$ cat config.mk
export PLATFORM = sky130hd
export DESIGN_NAME = alu_flag_unit
export DESIGN_NICKNAME = d
export VERILOG_FILES = /design/src/rtl/alu_pkg.sv /design/src/rtl/alu_op_decode.sv /design/src/rtl/alu_core.sv /design/src/rtl/alu_flag_reg.sv /design/src/rtl/alu_branch_eval.sv /design/src/rtl/alu_flag_unit.sv
export SDC_FILE = /design/constraint.sdc
export NUM_CORES = 1
export LEC_CHECK = 0
export BUFFER_PORTS_ARGS = -buffer_cell sky130_fd_sc_hd__buf_2
export CORE_ASPECT_RATIO = 1.25
export CORE_MARGIN = 4
export CORE_UTILIZATION = 39
export CTS_BUF_LIST = sky130_fd_sc_hd__clkbuf_8
export DETAILED_ROUTE_END_ITERATION = 10
export PLACE_DENSITY = 0.7
export SYNTH_ARGS = -nofsm -noshare
export SYNTH_HDL_FRONTEND = slang
export SYNTH_SLANG_ARGS = --single-unit
$ cat constraint.sdc
create_clock -name clk -period 6.9 [get_ports clk]
set_input_delay 0.345 -clock clk [delete_from_list [all_inputs] [get_ports clk]]
set_output_delay 0.345 -clock clk [all_outputs]
set_load 0.02 [all_outputs]
$ cat src/rtl/alu_pkg.sv
package alu_pkg;

   typedef enum logic [3:0] {
      OP_MOV = 4'b0000,
      OP_ADD = 4'b0001,
      OP_SUB = 4'b0010,
      OP_AND = 4'b0011,
      OP_OR  = 4'b0100,
      OP_XOR = 4'b0101,
      OP_LSR = 4'b1100,
      OP_LSL = 4'b1101,
      OP_ASR = 4'b1110,
      OP_CMP = 4'b1111
   } alu_op_e;

   typedef struct packed {
      logic    legal;
      logic    wback;
      alu_op_e op;
   } alu_ctrl_t;

   // Field order matches the packed byte: V N C Z (Z in bit 0)
   typedef struct packed {
      logic v;
      logic n;
      logic c;
      logic z;
   } cond_flags_t;

   localparam int FLAG_BITS = 4;

   localparam logic [3:0] JOP_ALWAYS = 4'b1000;
   localparam logic [3:0] JOP_EQ     = 4'b1011;
   localparam logic [3:0] JOP_NE     = 4'b1100;
   localparam logic [3:0] JOP_BELOW  = 4'b1101;
   localparam logic [3:0] JOP_AE     = 4'b1110;
   localparam logic [3:0] JOP_LESS   = 4'b1111;

endpackage

$ cat src/rtl/alu_op_decode.sv
module alu_op_decode
   import alu_pkg::*;
(
   input  logic       use_imm,
   input  logic [3:0] func_sel,
   input  logic [3:0] imm_opc,
   output alu_ctrl_t  ctrl
);

   alu_ctrl_t reg_ctrl;
   alu_ctrl_t imm_ctrl;

   always_comb begin
      reg_ctrl = '{legal: 1'b1, wback: 1'b1, op: alu_op_e'(func_sel)};
      unique case (func_sel)
         4'b0110, 4'b0111, 4'b1000,
         4'b1001, 4'b1010, 4'b1011: begin
            reg_ctrl.legal = 1'b0;
            reg_ctrl.wback = 1'b0;
            reg_ctrl.op    = OP_MOV;
         end
         4'b1111: reg_ctrl.wback = 1'b0;
         default: ;
      endcase
   end

   always_comb begin
      imm_ctrl = '{legal: 1'b1, wback: 1'b1, op: OP_MOV};
      unique case (imm_opc)
         4'b0001: begin
            imm_ctrl.op    = OP_CMP;
            imm_ctrl.wback = 1'b0;
         end
         4'b0010: imm_ctrl.op = OP_ADD;
         4'b0011: imm_ctrl.op = OP_SUB;
         4'b0100: imm_ctrl.op = OP_AND;
         4'b0101: imm_ctrl.op = OP_OR;
         4'b0110: imm_ctrl.op = OP_XOR;
         4'b0111: imm_ctrl.op = OP_MOV;
         default: begin
            imm_ctrl.legal = 1'b0;
            imm_ctrl.wback = 1'b0;
         end
      endcase
   end

   assign ctrl = use_imm ? imm_ctrl : reg_ctrl;

endmodule

$ cat src/rtl/alu_core.sv
module alu_core
   import alu_pkg::*;
#(
   parameter int WIDTH       = 8,
   parameter bit CARRY_CHAIN = 1'b1
) (
   input  alu_op_e           op,
   input  logic [WIDTH-1:0]  opa,
   input  logic [WIDTH-1:0]  opb,
   output logic [WIDTH-1:0]  res,
   output cond_flags_t       flags
);

   localparam int MSB = WIDTH - 1;

   logic             subtract;
   logic [WIDTH-1:0] b_adj;
   logic [WIDTH-1:0] sum;
   logic             cout;
   logic             ovf;

   assign subtract = (op == OP_SUB) || (op == OP_CMP);
   assign b_adj    = subtract ? ~opb : opb;

   generate
      if (CARRY_CHAIN) begin : g_ripple
         logic [WIDTH:0] cy;
         assign cy[0] = subtract;
         for (genvar i = 0; i < WIDTH; i++) begin : g_bit
            assign sum[i]  = opa[i] ^ b_adj[i] ^ cy[i];
            assign cy[i+1] = (opa[i] & b_adj[i]) | (cy[i] & (opa[i] ^ b_adj[i]));
         end
         assign cout = cy[WIDTH];
         assign ovf  = cy[WIDTH] ^ cy[WIDTH-1];
      end else begin : g_behav
         logic [WIDTH:0] wide;
         assign wide = {1'b0, opa} + {1'b0, b_adj} + {{WIDTH{1'b0}}, subtract};
         assign sum  = wide[WIDTH-1:0];
         assign cout = wide[WIDTH];
         assign ovf  = (opa[MSB] == b_adj[MSB]) && (sum[MSB] != opa[MSB]);
      end
   endgenerate

   logic carry_q;
   logic ovf_q;

   always_comb begin
      res     = opb;
      carry_q = 1'b0;
      ovf_q   = 1'b0;
      unique case (op)
         OP_MOV: res = opb;
         OP_ADD: begin
            res     = sum;
            carry_q = cout;
            ovf_q   = ovf;
         end
         OP_SUB, OP_CMP: begin
            res     = sum;
            carry_q = ~cout;
            ovf_q   = ovf;
         end
         OP_AND: res = opa & opb;
         OP_OR:  res = opa | opb;
         OP_XOR: res = opa ^ opb;
         OP_LSR: begin
            res     = {1'b0, opb[MSB:1]};
            carry_q = opb[0];
         end
         OP_LSL: begin
            res     = {opb[MSB-1:0], 1'b0};
            carry_q = opb[MSB];
         end
         OP_ASR: begin
            res     = {opb[MSB], opb[MSB:1]};
            carry_q = opb[0];
         end
         default: ;
      endcase
   end

   assign flags.z = (res == '0);
   assign flags.n = res[MSB];
   assign flags.c = carry_q;
   assign flags.v = ovf_q;

endmodule

$ cat src/rtl/alu_flag_reg.sv
module alu_flag_reg
   import alu_pkg::*;
#(
   parameter int WIDTH = 8
) (
   input  logic              clk,
   input  logic              rst_n,
   input  logic              upd_en,
   input  cond_flags_t       upd_flags,
   input  logic              load_en,
   input  logic [WIDTH-1:0]  load_byte,
   output cond_flags_t       flags_q,
   output logic [WIDTH-1:0]  packed_byte
);

   localparam int PAD = WIDTH - FLAG_BITS;

   always_ff @(posedge clk or negedge rst_n) begin
      if (!rst_n) begin
         flags_q <= '0;
      end else if (load_en) begin
         flags_q <= cond_flags_t'(load_byte[FLAG_BITS-1:0]);
      end else if (upd_en) begin
         flags_q <= upd_flags;
      end
   end

   generate
      if (PAD > 0) begin : g_pad
         assign packed_byte = {{PAD{1'b0}}, flags_q};
      end else begin : g_nopad
         assign packed_byte = flags_q;
      end
   endgenerate

endmodule

$ cat src/rtl/alu_branch_eval.sv
module alu_branch_eval
   import alu_pkg::*;
(
   input  logic [3:0]   jmp_opc,
   input  cond_flags_t  flags,
   output logic         taken
);

   always_comb begin
      unique case (jmp_opc)
         JOP_ALWAYS: taken = 1'b1;
         JOP_EQ:     taken = flags.z;
         JOP_NE:     taken = ~flags.z;
         JOP_BELOW:  taken = flags.c;
         JOP_AE:     taken = ~flags.c;
         JOP_LESS:   taken = flags.n ^ flags.v;
         default:    taken = 1'b0;
      endcase
   end

endmodule

$ cat src/rtl/alu_flag_unit.sv
module alu_flag_unit
   import alu_pkg::*;
#(
   parameter int WIDTH       = 8,
   parameter bit CARRY_CHAIN = 1'b1
) (
   input  logic              clk,
   input  logic              rst_n,
   input  logic              op_valid,
   input  logic              use_imm,
   input  logic [3:0]        func_sel,
   input  logic [3:0]        imm_opc,
   input  logic [WIDTH-1:0]  rd_val,
   input  logic [WIDTH-1:0]  rr_val,
   input  logic [WIDTH-1:0]  imm_val,
   input  logic              flags_load,
   input  logic [WIDTH-1:0]  flags_in,
   input  logic [3:0]        jmp_opc,
   output logic [WIDTH-1:0]  result,
   output logic              wr_en,
   output logic [WIDTH-1:0]  flags_byte,
   output logic              br_taken
);

   generate
      if (WIDTH < FLAG_BITS) begin : g_width_chk
         $error("alu_flag_unit: WIDTH must hold the packed flag byte");
      end
   endgenerate

   alu_ctrl_t        ctrl;
   logic [WIDTH-1:0] opb;
   cond_flags_t      next_flags;
   cond_flags_t      cur_flags;

   assign opb = use_imm ? imm_val : rr_val;

   alu_op_decode u_dec (
      .use_imm  (use_imm),
      .func_sel (func_sel),
      .imm_opc  (imm_opc),
      .ctrl     (ctrl)
   );

   alu_core #(.WIDTH(WIDTH), .CARRY_CHAIN(CARRY_CHAIN)) u_core (
      .op    (ctrl.op),
      .opa   (rd_val),
      .opb   (opb),
      .res   (result),
      .flags (next_flags)
   );

   alu_flag_reg #(.WIDTH(WIDTH)) u_flags (
      .clk         (clk),
      .rst_n       (rst_n),
      .upd_en      (op_valid && ctrl.legal),
      .upd_flags   (next_flags),
      .load_en     (flags_load),
      .load_byte   (flags_in),
      .flags_q     (cur_flags),
      .packed_byte (flags_byte)
   );

   alu_branch_eval u_br (
      .jmp_opc (jmp_opc),
      .flags   (cur_flags),
      .taken   (br_taken)
   );

   assign wr_en = op_valid && ctrl.legal && ctrl.wback;

endmodule

==> summary.json <==
{
  "gr-usage-all-layers": {"value": 18.4, "unit": "%"},
  "peak_ir_drop_on_the_vdd_network": {"value": 0.0000497, "unit": "V"},
  "cts_made_buffers": {"value": 3},
  "routed-wl-met2": {"value": 2440, "unit": "um"},
  "timing.final.setup_violations": {"value": 0},
  "number_of_flip_flops_and_latches_in_the_synthesized_netlist": {"value": 4},
  "cpMaxStageDelayCell": {"value": "sky130_fd_sc_hd__fa_1"},
  "antenna-diode-count": {"value": 0},
  "path_cells": {"value": "buf_2 -> and2b_1 -> nand3_1 -> nand4_2 -> a21oi_2 -> nand2_1 -> o21ai_0 -> fa_1 -> fa_1 -> fa_1 -> fa_1 -> fa_1 -> inv_1 -> fa_1 -> inv_1 -> fa_1 -> a221o_1 -> buf_2"},
  "worst-endpoint-required": {"value": 6.55, "unit": "ns"},
  "cts_num_sinks": {"value": 4},
  "synth.area.top_cells": {"value": "sky130_fd_sc_hd__ha_1 (12%), sky130_fd_sc_hd__fa_1 (8.2%), sky130_fd_sc_hd__dfrtp_1 (5.8%), sky130_fd_sc_hd__mux2i_1 (5.8%), sky130_fd_sc_hd__xnor2_1 (5.1%)"},
  "post-place-ws": {"value": 1.07, "unit": "ns"},
  "start_util": {"value": 41.1, "unit": "%"},
  "run_status": {"value": "finished, final reports clean"},
  "drt_drc_violations_left": {"value": 0},
  "number_of_global_route_vias_before_repair": {"value": 1722},
  "drt-pass1-iter-count": {"value": 4},
  "layout-drive-gt1-share": {"value": 25.5, "unit": "%"},
  "post-route-worst-setup-slack": {"value": 1.09, "unit": "ns"},
  "worstPathMaxFanout": {"value": 16},
  "grt_antenna_before_repair": {"value": 0},
  "initial_drt_markers": {"value": 121},
  "worst_skew_pair.late_latency": {"value": 0.21, "unit": "ns"},
  "postRouteAntennaNets": {"value": 0},
  "registers.top_by_ff_count": {"value": "u_flags.flags_q"},
  "crit_path_start_kind": {"value": "input port"},
  "detail_route.vias_per_cell": {"value": 5.73},
  "timing.max_slew.rel_slack": {"value": 28.0, "unit": "%"},
  "clock_tree.root_cell": {"value": "sky130_fd_sc_hd__clkbuf_8"},
  "clkSlewWorstSetupHoldPaths": {"value": 0.03, "unit": "ns"},
  "finalNetCount": {"value": 349},
  "synth.largest_area_cell": {"value": "sky130_fd_sc_hd__ha_1"},
  "floorplan.rows": {"value": 26},
  "maxCapViolations": {"value": 0},
  "ctsLongestPathBuffers": {"value": 2},
  "p_per_area": {"value": 132, "unit": "nW/um2"},
  "vias": {"value": 1897},
  "globalRoute.totalOverflow": {"value": 0},
  "die_h": {"value": 82.1, "unit": "um"},
  "post-synth-top-area-fraction": {"value": 11.7, "unit": "%"},
  "routed_wirelength": {"value": 4990, "unit": "um"},
  "ioPinCount": {"value": 67},
  "critical_path_depth": {"value": 18},
  "netlist_top_cells_count": {"value": "sky130_fd_sc_hd__inv_1 (21), sky130_fd_sc_hd__ha_1 (16), sky130_fd_sc_hd__nand2_1 (13)"},
  "gp_routability_congestion": {"value": 0.891},
  "port_buffers": {"value": 58},
  "min_path_cells": {"value": 3},
  "wl_met1": {"value": 2100, "unit": "um"},
  "fin_worst_skew": {"value": 0, "unit": "ns"},
  "largest_reg_flops": {"value": 4},
  "wl_per_cell": {"value": 15.1, "unit": "um"},
  "critical-path-top-cell-by-count": {"value": "sky130_fd_sc_hd__fa_1"},
  "timing.critical_path.arrival": {"value": 5.47, "unit": "ns"},
  "fin_crit_sh": {"value": 84.3, "unit": "%"},
  "r2r_cells": {"value": 2},
  "met3WireLength": {"value": 346, "unit": "um"},
  "whs": {"value": 0.336, "unit": "ns"},
  "grt_pass1_wl": {"value": 7870, "unit": "um"},
  "core_area": {"value": 4160, "unit": "um2"},
  "rsz0062_at_grt": {"value": "false"},
  "die_area": {"value": 5520, "unit": "um2"},
  "timing.final.max_slew_violations": {"value": 0},
  "tritoncts": {"value": "built"},
  "crit_end_category": {"value": "output port"},
  "total_leakage_power": {"value": 0.992, "unit": "nW"},
  "syn-instance-count": {"value": 222},
  "synthesized_area": {"value": 1710, "unit": "um2"},
  "ys_types": {"value": 60},
  "top_regs": {"value": "u_flags.flags_q (4)"},
  "htreeDepth": {"value": 1},
  "post_synth.cell_area_avg": {"value": 7.71, "unit": "um2"},
  "finalCriticalPeriod": {"value": 5.81, "unit": "ns"},
  "setup_total_negative_slack": {"value": 0, "unit": "ns"},
  "cp_num_buf_inv": {"value": 4},
  "synth.most_common_cell": {"value": "sky130_fd_sc_hd__inv_1"},
  "critPathMaxStageDelay": {"value": 0.46, "unit": "ns"},
  "synth-seq-area-share": {"value": 5.85, "unit": "%"},
  "synth_edf_count": {"value": 0},
  "yosys_warnings": {"value": 0},
  "holdCritPathClass": {"value": "input port to flop"},
  "tightestPinTransition": {"value": 1.08, "unit": "ns"},
  "timing_hold_violations_final": {"value": 0},
  "worst-setup-path-type": {"value": "input port to output port"},
  "syn_to_final_growth": {"value": 21.4, "unit": "%"},
  "pin_count_of_the_biggest_net_entering_global_routing": {"value": 17},
  "fmax": {"value": 172, "unit": "MHz"},
  "topRoutingLayerUsed": {"value": "met4"},
  "die_w": {"value": 67.3, "unit": "um"},
  "cp_top_family": {"value": "adder cells"},
  "async_reset_ff_share": {"value": 100, "unit": "%"},
  "detailedPlacementHpwl": {"value": 3980, "unit": "um"},
  "yosys_most_used_dff": {"value": "sky130_fd_sc_hd__dfrtp_1"},
  "postCtsResizedCells": {"value": 0}
}
-- what timing repair did --
item / 4_1_cts / 5_1_grt
endpoints found under the hold margin: 4 / 0
setup buffers: 0 / 0
hold buffers: 1 / 0
setup endpoints to repair: 0 / 0
-- cells in the final DEF, fill, tap and decap left out, types with 4 or more instances in the layout --
cell type and instances:
sky130_fd_sc_hd__nor3_1 6, sky130_fd_sc_hd__xnor2_1 10, sky130_fd_sc_hd__inv_1 21, sky130_fd_sc_hd__nor2_1 8
sky130_fd_sc_hd__nand2_1 13, sky130_fd_sc_hd__nor2b_1 4, sky130_fd_sc_hd__nand3_1 4, sky130_fd_sc_hd__a211oi_1 4
sky130_fd_sc_hd__conb_1 4, sky130_fd_sc_hd__a21oi_1 10, sky130_fd_sc_hd__mux2i_1 10, sky130_fd_sc_hd__o21ai_0 12
sky130_fd_sc_hd__and3_1 4, sky130_fd_sc_hd__a22oi_1 6, sky130_fd_sc_hd__dfrtp_1 4, sky130_fd_sc_hd__a32o_1 7
sky130_fd_sc_hd__ha_1 16, sky130_fd_sc_hd__o21ai_1 6, sky130_fd_sc_hd__fa_1 7, sky130_fd_sc_hd__buf_2 58
-- worst paths after layout --
check                                        start            endpoint  slack, ns
worst max register to register  u_flags.flags_q[3]  u_flags.flags_q[3]       6.07
worst max-delay path                       use_imm           result[7]       1.09
worst min register to register  u_flags.flags_q[2]  u_flags.flags_q[2]       0.59
min in group asynchronous                    rst_n  u_flags.flags_q[0]       0.47
worst min-delay path                   flags_in[1]  u_flags.flags_q[1]       0.34
max in group asynchronous                    rst_n  u_flags.flags_q[3]       6.31
-- per-stage QoR --
step	cells	total power (W)	util, %	cell area (um2)
final	331	0.000275	49.9	2080
after global routing	331	0.000300	49.9	2080
after CTS	331	0.000277	49.9	2080
after detailed placement	327	0.000225	48.7	2030
after global placement	327	0.000223	48.7	2030
after floorplan	225	0.000168	-	1720
-- metal layers --
metal	GRT usage [%]	vias to the layer above
li1	-	933
met1	23.5	869
met2	31.2	85
met5	0	-
met4	7.71	0
met3	1.64	10
-- kinds of logic after synthesis --
| logic type | share of synthesized area [%] |
|---|---|
| AOI/OAI and AO/OA | 30.4 |
| and+or+nand+nor | 22.2 |
| buffers and inverters | 8.77 |
| adders and majority gates | 21.1 |
| xor gates and xnor gates | 5.63 |
| muxes | 5.85 |
| DFF | 5.85 |
| other | 0.219 |
-- cell type report --
class                      count  area (um2)
clock buffer                   3        41.3
fill                         457        2090
inverter                      21        78.8
multi-input combinational    186        1470
sequential                     4         100
tap                           56        70.1
timing repair buffer          61         315
-- worst min-delay path, stage by stage --
cell and delay (ns):
sky130_fd_sc_hd__buf_2 0.08, sky130_fd_sc_hd__nand2_1 0.04, sky130_fd_sc_hd__o31ai_1 0.05
-- power breakdown --
group	internal [W]	leakage [nW]	switching [W]
clock network	0.0000371	0.0216	0.0000113
registers	0.0000263	0.0481	0.00000261
logic	0.0000795	0.923	0.000118
total	0.000143	0.992	0.000132
Power figures use the tool's default switching activity.
